--- src/rtl/wdog_pkg.sv ---
package wdog_pkg;

  typedef logic [1:0] mode_t;

  typedef enum logic [1:0] {
    STG_IDLE   = 2'd0,
    STG_FIRST  = 2'd1,
    STG_SECOND = 2'd2,
    STG_RESET  = 2'd3
  } stage_t;

  localparam int WORD_W = 64;
  localparam int MODE_LSB = 0;
  localparam int STAGE_LSB = 2;
  localparam int LEN_LSB = 4;

endpackage

--- src/rtl/wdog_tick_gen.sv ---
module wdog_tick_gen #(
  parameter int TICK_LOG2 = 10
) (
  input  logic clk,
  input  logic rst_n,
  output logic tick_o
);

  logic [TICK_LOG2-1:0] div_q;
  logic [TICK_LOG2-1:0] div_d;

  assign div_d  = div_q + TICK_LOG2'(1);
  assign tick_o = &div_q;

  always_ff @(posedge clk or negedge rst_n) begin
    if (!rst_n) begin
      div_q <= '0;
    end else begin
      div_q <= div_d;
    end
  end

endmodule

--- src/rtl/wdog_channel.sv ---
module wdog_channel
  import wdog_pkg::*;
#(
  parameter int LEN_W = 16,
  parameter int CNT_W = 24
) (
  input  logic             clk,
  input  logic             rst_n,
  input  logic             tick,
  input  logic             cfg_we,
  input  mode_t            cfg_mode,
  input  logic [LEN_W-1:0] cfg_len,
  input  logic             cfg_dstop,
  input  logic             cfg_gstop,
  input  logic             poke,
  input  logic             dbg_stop,
  input  logic             glb_stop,
  output mode_t            mode_o,
  output stage_t           stage_o,
  output logic [LEN_W-1:0] len_o,
  output logic [CNT_W-1:0] cnt_o,
  output logic             dstop_o,
  output logic             gstop_o,
  output logic             irq1_o,
  output logic             irq2_o,
  output logic             rst_req_o
);

  localparam int SHIFT = CNT_W - LEN_W;

  mode_t            mode_q;
  logic [LEN_W-1:0] len_q;
  logic             dstop_q;
  logic             gstop_q;

  stage_t           stage_q, stage_d;
  logic [CNT_W-1:0] cnt_q, cnt_d;
  logic             irq1_q, irq1_d;
  logic             irq2_q, irq2_d;
  logic             rreq_q, rreq_d;

  logic [CNT_W-1:0] reload_val;
  logic [CNT_W-1:0] wr_load_val;
  logic             capped;
  logic             frozen;
  logic             step;
  logic             last;

  assign reload_val  = CNT_W'(len_q) << SHIFT;
  assign wr_load_val = CNT_W'(cfg_len) << SHIFT;
  assign capped      = (2'(stage_q) >= mode_q);
  assign frozen      = (dstop_q & dbg_stop) | (gstop_q & glb_stop);
  assign step        = tick & ~capped & ~frozen;
  assign last        = (cnt_q <= CNT_W'(1));

  // configuration fields: written only on cfg_we
  always_ff @(posedge clk or negedge rst_n) begin
    if (!rst_n) begin
      mode_q  <= '0;
      len_q   <= '0;
      dstop_q <= 1'b0;
      gstop_q <= 1'b0;
    end else if (cfg_we) begin
      mode_q  <= cfg_mode;
      len_q   <= cfg_len;
      dstop_q <= cfg_dstop;
      gstop_q <= cfg_gstop;
    end
  end

  // next-state for count, stage and outputs
  always_comb begin
    stage_d = stage_q;
    cnt_d   = cnt_q;
    irq1_d  = 1'b0;
    irq2_d  = 1'b0;
    rreq_d  = rreq_q;
    if (cfg_we) begin
      stage_d = STG_IDLE;
      cnt_d   = wr_load_val;
    end else if (poke) begin
      stage_d = STG_IDLE;
      cnt_d   = reload_val;
    end else if (step) begin
      if (last) begin
        cnt_d = reload_val;
        case (stage_q)
          STG_IDLE: begin
            stage_d = STG_FIRST;
            irq1_d  = 1'b1;
          end
          STG_FIRST: begin
            stage_d = STG_SECOND;
            irq2_d  = 1'b1;
          end
          STG_SECOND: begin
            stage_d = STG_RESET;
            rreq_d  = 1'b1;
          end
          default: stage_d = stage_q;
        endcase
      end else begin
        cnt_d = cnt_q - CNT_W'(1);
      end
    end
  end

  always_ff @(posedge clk or negedge rst_n) begin
    if (!rst_n) begin
      stage_q <= STG_IDLE;
      cnt_q   <= '0;
      irq1_q  <= 1'b0;
      irq2_q  <= 1'b0;
      rreq_q  <= 1'b0;
    end else begin
      stage_q <= stage_d;
      cnt_q   <= cnt_d;
      irq1_q  <= irq1_d;
      irq2_q  <= irq2_d;
      rreq_q  <= rreq_d;
    end
  end

  assign mode_o    = mode_q;
  assign stage_o   = stage_q;
  assign len_o     = len_q;
  assign cnt_o     = cnt_q;
  assign dstop_o   = dstop_q;
  assign gstop_o   = gstop_q;
  assign irq1_o    = irq1_q;
  assign irq2_o    = irq2_q;
  assign rst_req_o = rreq_q;

endmodule

--- src/rtl/wdog_bank.sv ---
module wdog_bank
  import wdog_pkg::*;
#(
  parameter int N_WDT     = 4,
  parameter int LEN_W     = 16,
  parameter int CNT_W     = 24,
  parameter int TICK_LOG2 = 10,
  localparam int IDX_W    = (N_WDT > 1) ? $clog2(N_WDT) : 1
) (
  input  logic              clk,
  input  logic              rst_n,
  input  logic              wr_en,
  input  logic [IDX_W-1:0]  wr_idx,
  input  logic [63:0]       wr_data,
  input  logic              poke_en,
  input  logic [IDX_W-1:0]  poke_idx,
  input  logic [IDX_W-1:0]  rd_idx,
  output logic [63:0]       rd_data,
  input  logic              dbg_stop,
  input  logic              glb_stop,
  output logic [N_WDT-1:0]  irq_first,
  output logic [N_WDT-1:0]  irq_second,
  output logic [N_WDT-1:0]  rst_req
);

  localparam int CNT_LSB   = LEN_LSB + LEN_W;
  localparam int DSTOP_BIT = CNT_LSB + CNT_W;
  localparam int GSTOP_BIT = DSTOP_BIT + 1;
  localparam int PAD_W     = WORD_W - GSTOP_BIT - 1;

  initial begin
    if (PAD_W < 1 || LEN_W > CNT_W || TICK_LOG2 < 1) begin
      $error("wdog_bank: parameter combination not supported");
    end
  end

  logic tick;

  wdog_tick_gen #(.TICK_LOG2(TICK_LOG2)) u_tick (
    .clk    (clk),
    .rst_n  (rst_n),
    .tick_o (tick)
  );

  // write-field extraction
  mode_t            wr_mode;
  logic [LEN_W-1:0] wr_len;
  logic             wr_dstop;
  logic             wr_gstop;
  logic             unused_wr_bits;

  assign wr_mode  = wr_data[MODE_LSB +: 2];
  assign wr_len   = wr_data[LEN_LSB +: LEN_W];
  assign wr_dstop = wr_data[DSTOP_BIT];
  assign wr_gstop = wr_data[GSTOP_BIT];
  assign unused_wr_bits = ^{wr_data[STAGE_LSB +: 2], wr_data[CNT_LSB +: CNT_W],
                            wr_data[WORD_W-1:GSTOP_BIT+1]};

  logic [WORD_W-1:0] stat_w [N_WDT];

  for (genvar g = 0; g < N_WDT; g++) begin : g_wdt
    logic             wr_hit;
    logic             poke_hit;
    mode_t            ch_mode;
    stage_t           ch_stage;
    logic [LEN_W-1:0] ch_len;
    logic [CNT_W-1:0] ch_cnt;
    logic             ch_dstop;
    logic             ch_gstop;

    assign wr_hit   = wr_en   && (wr_idx   == IDX_W'(g));
    assign poke_hit = poke_en && (poke_idx == IDX_W'(g));

    wdog_channel #(.LEN_W(LEN_W), .CNT_W(CNT_W)) u_ch (
      .clk       (clk),
      .rst_n     (rst_n),
      .tick      (tick),
      .cfg_we    (wr_hit),
      .cfg_mode  (wr_mode),
      .cfg_len   (wr_len),
      .cfg_dstop (wr_dstop),
      .cfg_gstop (wr_gstop),
      .poke      (poke_hit),
      .dbg_stop  (dbg_stop),
      .glb_stop  (glb_stop),
      .mode_o    (ch_mode),
      .stage_o   (ch_stage),
      .len_o     (ch_len),
      .cnt_o     (ch_cnt),
      .dstop_o   (ch_dstop),
      .gstop_o   (ch_gstop),
      .irq1_o    (irq_first[g]),
      .irq2_o    (irq_second[g]),
      .rst_req_o (rst_req[g])
    );

    assign stat_w[g] = {{PAD_W{1'b0}}, ch_gstop, ch_dstop, ch_cnt, ch_len,
                        2'(ch_stage), ch_mode};
  end

  always_comb begin
    rd_data = '0;
    for (int k = 0; k < N_WDT; k++) begin
      if (rd_idx == IDX_W'(k)) begin
        rd_data = stat_w[k];
      end
    end
  end

endmodule

--- config.mk ---
export PLATFORM = sky130hd
export DESIGN_NAME = wdog_bank
export DESIGN_NICKNAME = d
export VERILOG_FILES = /design/src/rtl/wdog_pkg.sv /design/src/rtl/wdog_tick_gen.sv /design/src/rtl/wdog_channel.sv /design/src/rtl/wdog_bank.sv
export SDC_FILE = /design/constraint.sdc
export NUM_CORES = 1
export LEC_CHECK = 0
export BUFFER_PORTS_ARGS = -buffer_cell sky130_fd_sc_hd__buf_2
export CORE_ASPECT_RATIO = 1.75
export CORE_MARGIN = 2
export CORE_UTILIZATION = 60
export CTS_CLUSTER_DIAMETER = 80
export DETAILED_ROUTE_END_ITERATION = 6
export PLACE_DENSITY = 0.82
export RECOVER_POWER = 25
export SYNTH_ARGS = -nofsm -noshare
export SYNTH_HDL_FRONTEND = slang
export SYNTH_HIERARCHICAL = 1
export SYNTH_SLANG_ARGS = --single-unit
--- constraint.sdc ---
create_clock -name clk -period 2.4 [get_ports clk]
set_input_delay 0.12 -clock clk [delete_from_list [all_inputs] [get_ports clk]]
set_output_delay 0.12 -clock clk [all_outputs]
set_load 0.02 [all_outputs]
==> qor_table.md, run 1 <==
| Metric | Value |
|:---|:---|
| Ranking of synthesized cells by instance count | 206 x sky130_fd_sc_hd__dfrtp_1, 132 x sky130_fd_sc_hd__nand2_1, 78 x sky130_fd_sc_hd__o21ai_0, 77 x sky130_fd_sc_hd__nor2_1, 55 x sky130_fd_sc_hd__inv_1 |
| Number of global-route vias before repair | 13200 |
| Leakage power | 7.12 nW |
| Overflow left after global routing | 0 |
| Post-Synthesis Cells | 1281 |
| Share of flip-flops with an asynchronous set or reset after synthesis | 100% |
| Clock transition at the registers of the reported paths | 0.07 ns |
| Largest buffer count on any clock path | 3 |
| Hold Path Cell Cnt | 2 |
| Initial Utilization | 60.8% |
| Total number of nets in the final design | 1675 |
| Crit end category | register |
| Reg2Reg Launch Point | u_tick/div_q[2]$_DFF_PN0_ |
| Max Cap Viol | 1 |
| Source of the worst hold timing path | wr_data[16] |
| Warnings from Yosys | 6 |
| Cell at the root of the clock tree | sky130_fd_sc_hd__clkbuf_16 |
| End-of-flow core utilization | 74.6% |
| Initial drt markers | 1461 |
| Antenna violations before repair | 0 |
| Slew headroom | -20.4% |
| Final routed wirelength across all metal layers | 52500 um |
| Power per Cell Area | 805 mW/mm^2 |
| Slew Limit Fails | 67 |
| Class of the most critical hold timing path | input pin to register |
| Result of the run | finished, violations left |
| # setup viols final | 19 |
| Failing checks | capacitance limit, slew limit, setup timing |
| Final non-filler cell total | 1871 |
| Period utilization | 105% |
| Syn Std Cell Area | 0.0130 mm^2 |
| Reg-to-Reg End | g_wdt[2].u_ch/irq2_o$_DFF_PN0_ |
| Worst Reg2Reg Path Length in Cells | 8 |
| Later-pin clock latency in the skew report | 0.51 ns |
| Fraction of synthesized cell area taken by the top area cell type | 39.6% |
| Max stage delay cell, worst path | sky130_fd_sc_hd__dfrtp_1 |
| CTS H-Tree Depth | 1 |
| Total of buffers placed on input and output ports | 89 |
| Distinct cell type count of the synthesized netlist | 82 |
| Predominant post-synthesis flop cell | sky130_fd_sc_hd__dfrtp_1 |
| Summed area of non-filler cells in the final layout | 0.0160 mm^2 |
| Fin. Hold Viols | 0 |
| Final Critical Period | 2.52 ns |
| Data arrival time of the worst path | 2.94 ns |
| Clock sink total | 206 |
| Via density per instance | 7.01 |
| First-pass GRT wire length | 77200 um |
| Fraction of the yosys area taken by sequential cells | 39.6% |
| Drt wl/cell | 28.1 um |
| Peak ir drop on the vdd network | 0.655 mV |
| Area growth syn-to-layout | 22.8% |
| Transition time at the pin with the least slew margin | 1.81 ns |
| Vias | 13100 |
| GRT Overall Usage | 45.9% |
| Area of the core region | 0.0214 mm^2 |
| Residual antenna-violating net count after detailed routing | 0 |
| Kind of start point of the critical path | register |
| Worst-case register-to-register setup slack | -0.12 ns |
| HPWL after detailed placement | 39300 um |
| TritonCTS clock tree | done |
| Critical-path maximum fanout | 16 |
| Max Fclk | 396 MHz |
| Largest delay share family, worst path | simple AND/OR/NAND/NOR gates |
| Number of iterations in the first detailed-routing pass | 5 |
| Largest stage delay, worst path | 0.37 ns |
| Hold-critical path endpoint | g_wdt[0].u_ch/len_o[12]$_DFFE_PN0P_ |
| Worst slack at placement | -0.116 ns |
| Share of cells above drive strength 1 | 28.9% |
| Cell with the most instances after synthesis | sky130_fd_sc_hd__dfrtp_1 |
| Count of flip-flops with a built-in enable after synthesis | 0 |
| TritonCTS buffer count | 20 |
| Dpl cell area | 0.0152 mm^2 |
| Area of the die | 0.0229 mm^2 |
| Site Rows | 71 |
| Number of remaining DRC errors | 0 |
| Syn Area/Cell | 10.2 um^2 |
| Chip Height | 199 um |
| Top-Level Pins | 152 |
| Synthesized flop and latch total | 206 |
| Leading cell types by total area after synthesis | sky130_fd_sc_hd__dfrtp_1 40%, sky130_fd_sc_hd__mux4_2 6.9%, sky130_fd_sc_hd__nand2_1 3.8% |
| CP cell instances | and3_1 > and3_1 > and3_2 > nor2b_1 > o211a_1 > buf_4 > and3_1 > and2_1 |
| Final GP Congestion | 1.03 |
| Fin Clk Skew | 0.00893 ns |
| DP Cell Count | 1820 |
| Most area-hungry cell type in the Yosys netlist | sky130_fd_sc_hd__dfrtp_1 |
| Antenna cells | 0 |
| Cell repeated most along the worst path | sky130_fd_sc_hd__and3_1 |
| Crit path required time | 2.82 ns |
| Die Span X | 115 um |
| Number of buffer and inverter stages on the critical path | 1 |
| Filler cells | 1496 |
| Setup slack after layout | -0.124 ns |
| Startpoint-to-endpoint class of the critical path | register to register |
| Pin count of the biggest net entering global routing | 69 |
cells in the final DEF (no fill, tap or decap), drive strengths merged, types with 15 or more instances in the layout:
master,netlist,final
nor4,36,36
o211ai,34,34
or4,18,18
nor2,81,81
nand3,38,38
o21ai,86,86
dfrtp,206,206
a22o,28,28
a21oi,24,24
or3,16,16
dlygate4sd3,0,15
a31oi,24,24
ha,33,33
mux4,46,46
nand4,35,35
inv,55,55
clkbuf,39,43
nand2,132,132
mux2,46,46
nor3,36,36
buf,33,290
conb,1,18
cell families (layout without fill, tap and decap cells):
logic type	after synthesis	after routing	share of synthesized area, %
buffers and inverters	129	410	5.08
other	1	18	0.0288
XOR/XNOR	26	26	1.75
adder cells (fa/ha/maj)	33	33	3.17
flip-flops	206	206	39.6
AO/OA/AOI/OAI	330	330	18.5
multiplexers	96	96	12.5
AND/OR/NAND/NOR	460	460	19.3
worst max-delay path by stage:
stage | start | to | slack, ns | depth (start not counted)
finish | u_tick/div_q[2]$_DFF_PN0_ | g_wdt[2].u_ch/irq2_o$_DFF_PN0_ | -0.12 | 8
global route | g_wdt[2].u_ch/stage_o[0]$_DFFE_PN0P_ | g_wdt[2].u_ch/irq2_o$_DFF_PN0_ | -0.13 | 7
CTS | u_tick/div_q[2]$_DFF_PN0_ | g_wdt[1].u_ch/stage_o[0]$_DFFE_PN0P_ | 0.06 | 10
detailed placement | u_tick/div_q[2]$_DFF_PN0_ | g_wdt[0].u_ch/cnt_o[22]$_DFFE_PN0P_ | -0.12 | 9
global placement | u_tick/div_q[2]$_DFF_PN0_ | g_wdt[0].u_ch/cnt_o[6]$_DFFE_PN0P_ | -0.08 | 9
floorplan | u_tick/div_q[0]$_DFF_PN0_ | g_wdt[1].u_ch/cnt_o[22]$_DFFE_PN0P_ | 0.19 | 9
layout make-up:
class,instances,area (um^2),share of cell area (%)
tap,292,365,2.29
timing repair buffer,318,2260,14.2
multi-input combinational,963,7310,45.8
inverter,57,214,1.34
clock inverter,5,78.8,0.494
sequential,206,5150,32.3
clock buffer,30,589,3.69
sequential cells by signal, summed over array words and instances, names as in the netlist:
signal	flops
g_wdt.u_ch/gstop_o	4
g_wdt.u_ch/irq2_o	4
g_wdt.u_ch/dstop_o	4
u_tick/div_q	10
g_wdt.u_ch/mode_o	8
g_wdt.u_ch/rst_req_o	4
g_wdt.u_ch/irq1_o	4
g_wdt.u_ch/len_o	64
g_wdt.u_ch/stage_o	8
g_wdt.u_ch/cnt_o	96
repair_timing:
action                     CTS  global route
resized for setup            5            11
hold endpoints to repair   119             0
pin swaps                    0             3
setup endpoints to repair   11            24
buffers inserted             0             1
hold buffers                15             0
metrics by stage:
| stage | hold slack, ns | setup TNS (ns) | power, W |
|---|---|---|---|
| after detailed placement | 0.162 | -0.759 | 0.00929 |
| after floorplan | -0.176 | 0 | 0.00718 |
| after global placement | 0.157 | -0.452 | 0.00917 |
| after CTS | 0.00381 | 0 | 0.0126 |
| final | 0.0258 | -0.529 | 0.0129 |
| after global routing | 0.0165 | -0.533 | 0.0133 |
where the power goes:
part	switching, W	internal [W]	total (W)
Sequential	0.000644	0.00407	0.00472
Combinational	0.00277	0.00203	0.00480
Clock	0.00142	0.00192	0.00334
layer usage:
| layer | part of all wire (%) | wire length, um | global-route usage (%) |
|---|---|---|---|
| met1 | 33 | 17100 | 51.6 |
| met2 | 48 | 25400 | 75.5 |
| met3 | 8.7 | 4550 | 7.56 |
| met4 | 10 | 5430 | 37.6 |
| met5 | 0 | 0 | 0 |
Power figures use the tool's default switching activity.
==> run 2: changes to the inputs <==
--- a/config.mk
+++ b/config.mk
@@ -8,10 +8,10 @@
 export BUFFER_PORTS_ARGS = -buffer_cell sky130_fd_sc_hd__buf_2
 export CORE_ASPECT_RATIO = 1.75
 export CORE_MARGIN = 2
-export CORE_UTILIZATION = 60
+export CORE_UTILIZATION = 54
 export CTS_CLUSTER_DIAMETER = 80
 export DETAILED_ROUTE_END_ITERATION = 6
-export PLACE_DENSITY = 0.82
+export PLACE_DENSITY = 0.75
 export RECOVER_POWER = 25
 export SYNTH_ARGS = -nofsm -noshare
 export SYNTH_HDL_FRONTEND = slang
==> run 2 against run 1 <==
Effect of this change:
- the flow finishes with violations (capacitance limit, slew limit)
- worst hold slack worse by 0.0051 ns
- combinational power is 4% lower
- sequential share of layout area is 0.15 points lower
- cell count is 0.53% higher
- flip-flop and latch count stayed put
- core utilization is 7.3 points lower
- sequential power hardly changed
- fmax is 6.9% higher
- design area is 0.46% higher
- first-iteration DRC count is 7.8% lower
- global-route usage is 7.2 points lower
==> qor_table.md, run 2 (synthesis results as in run 1) <==
| Metric | Value | vs previous |
|:---|:---|:---|
| HPWL after detailed placement | 37700 um | -4.1% |
| Largest stage delay, worst path | 0.59 ns | +0.22 ns |
| CTS H-Tree Depth | 1 | unchanged |
| Peak ir drop on the vdd network | 0.555 mV | -15% |
| Critical-path maximum fanout | 4 | -12 |
| Commonest cells after routing, fill and taps aside | 206 x sky130_fd_sc_hd__dfrtp_1, 181 x sky130_fd_sc_hd__buf_4, 131 x sky130_fd_sc_hd__nand2_1 |  |
| Data arrival time of the worst path | 2.75 ns | -0.19 ns |
| Crit path required time | 2.79 ns | -0.03 ns |
| Area of the core region | 0.0238 mm^2 | +11% |
| GRT Overall Usage | 38.7% | -7.2 points |
| Failing checks | capacitance limit, slew limit |  |
| Total number of nets in the final design | 1667 | -0.48% |
| Global-route track usage on met2 | 66.3% | -9.2 points |
| Overflow left after global routing | 0 | unchanged |
| GR Layer Usage met1 | 42.7% | -8.9 points |
| Residual antenna-violating net count after detailed routing | 0 | unchanged |
| Max Fclk | 423 MHz | +6.9% |
| Setup repair after global routing missed its margin | no |  |
| Clock transition at the registers of the reported paths | 0.07 ns | about the same |
| Largest delay share family, worst path | simple AND/OR/NAND/NOR gates |  |
| First-pass GRT wire length | 73600 um | -4.8% |
| Worst-case register-to-register setup slack | 0.04 ns | +0.16 ns |
| Most common library cell in the layout ignoring fill and taps | sky130_fd_sc_hd__dfrtp_1 |  |
| Global-route met3 utilization | 5.87% | -1.7 points |
| TNS Setup | 0 ns | +0.529 ns |
| Site Rows | 75 | +5.6% |
| Cell at the root of the clock tree | sky130_fd_sc_hd__clkbuf_16 |  |
| Result of the run | finished, violations left |  |
| Final non-filler cell total | 1881 | +0.53% |
| Kind of start point of the critical path | register |  |
| Die Span X | 121 um | +5.2% |
| Hold-critical path endpoint | g_wdt[0].u_ch/len_o[2]$_DFFE_PN0P_ |  |
| Reg2Reg Launch Point | g_wdt[0].u_ch/cnt_o[7]$_DFFE_PN0P_ |  |
| Source of the worst hold timing path | wr_data[6] |  |
| Via density per instance | 6.75 | -3.7% |
| End-of-flow core utilization | 67.3% | -7.3 points |
| Number of buffer and inverter stages on the critical path | 1 | unchanged |
| Drt wl/cell | 26.2 um | -6.6% |
| Later-pin clock latency in the skew report | 0.52 ns | about the same |
| Max stage delay cell, worst path | sky130_fd_sc_hd__or4_4 |  |
| DP Cell Count | 1820 | unchanged |
| Slew Limit Fails | 66 | -1.5% |
| Power per Cell Area | 801 mW/mm^2 | -0.56% |
| Final routed wirelength across all metal layers | 49300 um | -6.1% |
| Most crowded layer after global routing | met2 |  |
| Slew headroom | -30.3% | -9.9 points |
| Class of the most critical hold timing path | input pin to register |  |
| Final GP Congestion | 1.02 | -0.43% |
| Initial Utilization | 54.6% | -6.2 points |
| Period utilization | 98.4% | -6.8 points |
| Final Critical Period | 2.36 ns | -0.162 ns |
| Number of global-route vias before repair | 12800 | -3.2% |
| TritonCTS buffer count | 21 | +5.0% |
| CP cell instances | or4_4 > nor4_4 > a21oi_2 > buf_4 > a221oi_1 > nor3_1 |  |
| TritonCTS clock tree | done |  |
| Hold Path Cell Cnt | 2 | unchanged |
| Fin. Hold Viols | 0 | unchanged |
| Top-Level Pins | 152 | unchanged |
| Number of iterations in the first detailed-routing pass | 5 | unchanged |
| Transition time at the pin with the least slew margin | 1.95 ns | +0.148 ns |
| Vias | 12700 | -3.2% |
| Clock sink total | 206 | unchanged |
| Area growth syn-to-layout | 23.3% |  |
| Crit end category | register |  |
| Worst Reg2Reg Path Length in Cells | 6 | -2 |
| Reg-to-Reg End | g_wdt[0].u_ch/cnt_o[19]$_DFFE_PN0P_ |  |
| Chip Height | 209 um | +5.3% |
| Pin count of the biggest net entering global routing | 68 | -1.4% |
| Max Cap Viol | 1 | unchanged |
| Area of the die | 0.0254 mm^2 | +11% |
| Number of remaining DRC errors | 0 | unchanged |
| Largest buffer count on any clock path | 3 | unchanged |
| Startpoint-to-endpoint class of the critical path | register to register |  |
| Initial drt markers | 1347 | -7.8% |
| Filler cells | 1926 | +29% |
| Antenna violations before repair | 1 | +1 |
| Setup slack after layout | 0.0380 ns | +0.162 ns |
| Worst slack at placement | -0.0344 ns | +0.0819 ns |
| # setup viols final | 0 | -19 |
| Leakage power | 7.13 nW | +0.14% |
| Total of buffers placed on input and output ports | 89 | unchanged |
| Fin Clk Skew | 0.0126 ns | +0.00366 ns |
| Share of cells above drive strength 1 | 28.8% | -0.13 points |
| Flip-flop count of the largest register, all copies and words added | 96 | unchanged |
run 2: layout make-up:
class                   instances  area [um^2]  area share, %
well taps                     308          385           2.40
inverters                      57          214           1.33
clock inverters                10          113          0.702
clock buffers                  27          598           3.73
diodes                          1         2.50         0.0156
repair buffers                309         2280           14.2
flip-flops and latches        206         5150           32.1
multi-input cells             963         7300           45.5
run 2: metrics by stage:
stage	hold WS (ns)	total power (W)	area, um^2
final	0.0207	0.0128	16000
after global routing	0.0338	0.0133	16000
after CTS	0.00792	0.0126	16000
after detailed placement	0.173	0.00913	15100
after global placement	0.170	0.00901	15100
after floorplan	-0.176	0.00718	13100
run 2: worst reg2reg max path: stages (launching register included):
cell and delay, ns:
sky130_fd_sc_hd__dfrtp_1 0.47, sky130_fd_sc_hd__or4_4 0.59, sky130_fd_sc_hd__nor4_4 0.43, sky130_fd_sc_hd__a21oi_2 0.18, sky130_fd_sc_hd__buf_4 0.19, sky130_fd_sc_hd__a221oi_1 0.27, sky130_fd_sc_hd__nor3_1 0.10
run 2: worst max path at each step:
stage,from,endpoint,slack [ns],cells after the start
after CTS,u_tick/div_q[2]$_DFF_PN0_,g_wdt[1].u_ch/cnt_o[6]$_DFFE_PN0P_,0.02,9
final,g_wdt[0].u_ch/cnt_o[7]$_DFFE_PN0P_,g_wdt[0].u_ch/cnt_o[19]$_DFFE_PN0P_,0.04,6
after detailed placement,u_tick/div_q[2]$_DFF_PN0_,g_wdt[3].u_ch/cnt_o[11]$_DFFE_PN0P_,-0.03,8
after global placement,u_tick/div_q[2]$_DFF_PN0_,g_wdt[3].u_ch/cnt_o[11]$_DFFE_PN0P_,0.03,8
after floorplan,u_tick/div_q[0]$_DFF_PN0_,g_wdt[1].u_ch/cnt_o[22]$_DFFE_PN0P_,0.19,9
after global routing,u_tick/div_q[2]$_DFF_PN0_,g_wdt[3].u_ch/cnt_o[21]$_DFFE_PN0P_,0.0006,9
run 2: per-layer routing:
metal | wire length, um | vias to the layer above
li1 | - | 5458
met1 | 16400 | 6226
met2 | 24300 | 732
met3 | 3810 | 277
met4 | 4750 | 0
met5 | 0 | -
run 2: timing repair:
item	4_1_cts	5_1_grt
gates cloned	0	0
pin swaps	0	3
setup endpoints to repair	7	40
hold buffers	16	0
setup buffers	2	5
resized for setup	1	12
endpoints found under the hold margin	123	0
run 2: power breakdown:
| part | leakage (nW) | switching [W] | total [W] | internal, W |
|---|---|---|---|---|
| combinational | 4.22 | 0.00264 | 0.00461 | 0.00198 |
| clock | 0.349 | 0.00150 | 0.00348 | 0.00199 |
| sequential | 2.56 | 0.000678 | 0.00475 | 0.00407 |
==> run 3: changes to the inputs <==
--- a/config.mk
+++ b/config.mk
@@ -11,8 +11,9 @@
 export CORE_UTILIZATION = 54
 export CTS_CLUSTER_DIAMETER = 80
 export DETAILED_ROUTE_END_ITERATION = 6
-export PLACE_DENSITY = 0.75
+export PLACE_DENSITY = 0.72
 export RECOVER_POWER = 25
+export SKIP_LAST_GASP = 1
 export SYNTH_ARGS = -nofsm -noshare
 export SYNTH_HDL_FRONTEND = slang
 export SYNTH_HIERARCHICAL = 1
==> run 3 against run 2 <==
Effect of this change:
- the run still ends with capacitance limit, slew limit left
- clock skew increased by 0.0030 ns
- power decreased by 0.17%
- combinational power increased by 2%
- count of clock-buffer cells in the layout increased by 4
- routed wire length increased by 3.3%
- cell count increased by 0.85%
- sequential power about the same
- critical path type unchanged
- design area increased by 0.98%
- non-clock buffer count increased by 14
==> qor_table.md, run 3 (synthesis results as in run 1) <==
| Metric | Value | vs previous |
|:---|:---|:---|
| Number of global-route vias before repair | 12900 | +0.86% |
| Total number of nets in the final design | 1683 | +0.96% |
| Site Rows | 75 | unchanged |
| Final-layout worst hold slack | 0.0430 ns | +0.0223 ns |
| Fin Clk Skew | 0.0156 ns | +0.00302 ns |
| Slew headroom | -20.1% | +10 points |
| Crit end category | register |  |
| Largest delay share family, worst path | simple AND/OR/NAND/NOR gates |  |
| Crit path required time | 2.78 ns | about the same |
| Power per Cell Area | 792 mW/mm^2 | -1.1% |
| HPWL after detailed placement | 39600 um | +5.2% |
| Area of the core region | 0.0238 mm^2 | unchanged |
| Commonest cells after routing, fill and taps aside | 205 x sky130_fd_sc_hd__dfrtp_1, 189 x sky130_fd_sc_hd__buf_4, 131 x sky130_fd_sc_hd__nand2_1 |  |
| Via density per instance | 6.70 | -0.71% |
| Initial Utilization | 54.6% | unchanged |
| CTS H-Tree Depth | 1 | unchanged |
| Transition time at the pin with the least slew margin | 1.80 ns | -0.154 ns |
| Area of combinational cells with multiple inputs | 0.00731 mm^2 | +0.14% |
| Startpoint-to-endpoint class of the critical path | register to register |  |
| Share of cells above drive strength 1 | 29.3% | +0.51 points |
| TritonCTS buffer count | 23 | +9.5% |
| Filler cells | 1947 | +1.1% |
| Class of the most critical hold timing path | input pin to register |  |
| GRT Overall Usage | 40.2% | +1.5 points |
| Later-pin clock latency in the skew report | 0.53 ns | about the same |
| Max Fclk | 421 MHz | -0.49% |
| Antenna violations before repair | 1 | unchanged |
| Cell repeated most along the worst path | sky130_fd_sc_hd__and3_1 |  |
| End-of-flow core utilization | 68.0% | +0.66 points |
| Register cell area after layout | 0.00516 mm^2 | about the same |
| Antenna cells | 0 | -1 |
| Number of remaining DRC errors | 0 | unchanged |
| Data arrival time of the worst path | 2.76 ns | about the same |
| Top-Level Pins | 152 | unchanged |
| Failing checks | capacitance limit, slew limit |  |
| Max stage delay cell, worst path | sky130_fd_sc_hd__clkdlybuf4s15_2 |  |
| Die Span X | 121 um | unchanged |
| TNS Setup | 0 ns | unchanged |
| TritonCTS clock tree | done |  |
| Total of buffers placed on input and output ports | 89 | unchanged |
| Initial drt markers | 1063 | -21% |
| Vias | 12700 | +0.13% |
| # setup viols final | 0 | unchanged |
| Period utilization | 98.9% | +0.48 points |
| Residual antenna-violating net count after detailed routing | 0 | unchanged |
| CP cell instances | and3_1 > and3_1 > and3_4 > nor2b_2 > o211ai_1 > clkdlybuf4s15_2 > o311ai_0 > o221ai_1 |  |
| Flip-flop count of the largest register, all copies and words added | 96 | unchanged |
| Pin count of the biggest net entering global routing | 68 | unchanged |
| Cell at the root of the clock tree | sky130_fd_sc_hd__clkbuf_16 |  |
| Peak ir drop on the vdd network | 0.697 mV | +26% |
| Area of the die | 0.0254 mm^2 | unchanged |
| Largest buffer count on any clock path | 3 | unchanged |
| Setup repair after global routing missed its margin | yes |  |
| Chip Height | 209 um | unchanged |
| Summed area of non-filler cells in the final layout | 0.0162 mm^2 | +0.98% |
| Slew Limit Fails | 66 | unchanged |
| First-pass GRT wire length | 75700 um | +2.9% |
| Clock transition at the registers of the reported paths | 0.06 ns | about the same |
| Final GP Congestion | 1.02 | +0.26% |
| Overflow left after global routing | 0 | unchanged |
| Kind of start point of the critical path | register |  |
| Drt wl/cell | 26.8 um | +2.4% |
| Clock sink total | 206 | unchanged |
| Dpl cell area | 0.0153 mm^2 | +0.91% |
| Fin. Hold Viols | 0 | unchanged |
| Number of buffer and inverter stages on the critical path | 1 | unchanged |
| Area growth syn-to-layout | 24.5% |  |
| Largest stage delay, worst path | 0.36 ns | -0.23 ns |
| Result of the run | finished, violations left |  |
| Number of iterations in the first detailed-routing pass | 6 | +1 |
| Max Cap Viol | 1 | unchanged |
| Leakage power | 7.22 nW | +1.2% |
| Critical-path maximum fanout | 4 | unchanged |
| Most common library cell in the layout ignoring fill and taps | sky130_fd_sc_hd__dfrtp_1 |  |
| Final Critical Period | 2.37 ns | +0.0116 ns |
| Final routed wirelength across all metal layers | 50900 um | +3.3% |
-- run 3: path summary, 6_finish.rpt --
path | start | end | slack, ns | depth (start not counted)
max | u_tick/div_q[2]$_DFF_PN0_ | g_wdt[2].u_ch/cnt_o[12]$_DFFE_PN0P_ | 0.03 | 8
min | wr_data[12] | g_wdt[2].u_ch/len_o[8]$_DFFE_PN0P_ | 0.04 | 3
max reg2reg | u_tick/div_q[2]$_DFF_PN0_ | g_wdt[2].u_ch/cnt_o[12]$_DFFE_PN0P_ | 0.03 | 8
min reg2reg | g_wdt[0].u_ch/rst_req_o$_DFFE_PN0P_ | g_wdt[0].u_ch/rst_req_o$_DFFE_PN0P_ | 0.46 | 1
max in group asynchronous | rst_n | u_tick/div_q[3]$_DFF_PN0_ | 0.61 | 3
min in group asynchronous | rst_n | g_wdt[2].u_ch/irq2_o$_DFF_PN0_ | 0.61 | 2
-- run 3: area by class of cell --
class                           count  share of cell area [%]
Multi-Input combinational cell    963                    45.1
Sequential cell                   206                    31.8
Timing Repair Buffer              323                    14.9
Clock buffer                       31                    4.05
Tap cell                          308                    2.38
Inverter                           57                    1.32
Clock inverter                      9                   0.371
-- run 3: power breakdown --
group,internal [W],switching [W]
sequential,0.00408,0.000653
combinational,0.00203,0.00265
clock,0.00192,0.00150
total,0.00803,0.00480
-- run 3: routing by layer --
layer | global-route usage (%) | part of all wire [%]
met2 | 70.1 | 51
met3 | 5.00 | 6.5
met5 | 0 | 0.031
met4 | 29.4 | 9.2
met1 | 44.2 | 34
-- run 3: what timing repair did --
action                                  in CTS  in global routing
pin swaps                                    0                  3
gates cloned                                 0                  1
hold endpoints to repair                   132                  0
hold buffers                                18                  0
gates resized for setup                      0                 18
endpoints found under the setup margin       1                 51
setup buffers                                1                  2
-- run 3: worst register-to-register path, delay by kind of cell (launching register included) --
kind	cells	cell delay (ns)
buffers and inverters	1	0.36
AND/OR/NAND/NOR	4	0.78
flip-flops	1	0.34
AO/OA/AOI/OAI	3	0.76
-- run 3: metrics by stage --
stage | setup WS (ns) | std cells | total power [W]
floorplan | 0.194 | 1298 | 0.00718
global placement | 0.0540 | 1835 | 0.00919
detailed placement | 0.00957 | 1835 | 0.00928
CTS | 0.00127 | 1894 | 0.0127
global route | -0.0601 | 1897 | 0.0133
finish | 0.0265 | 1897 | 0.0128
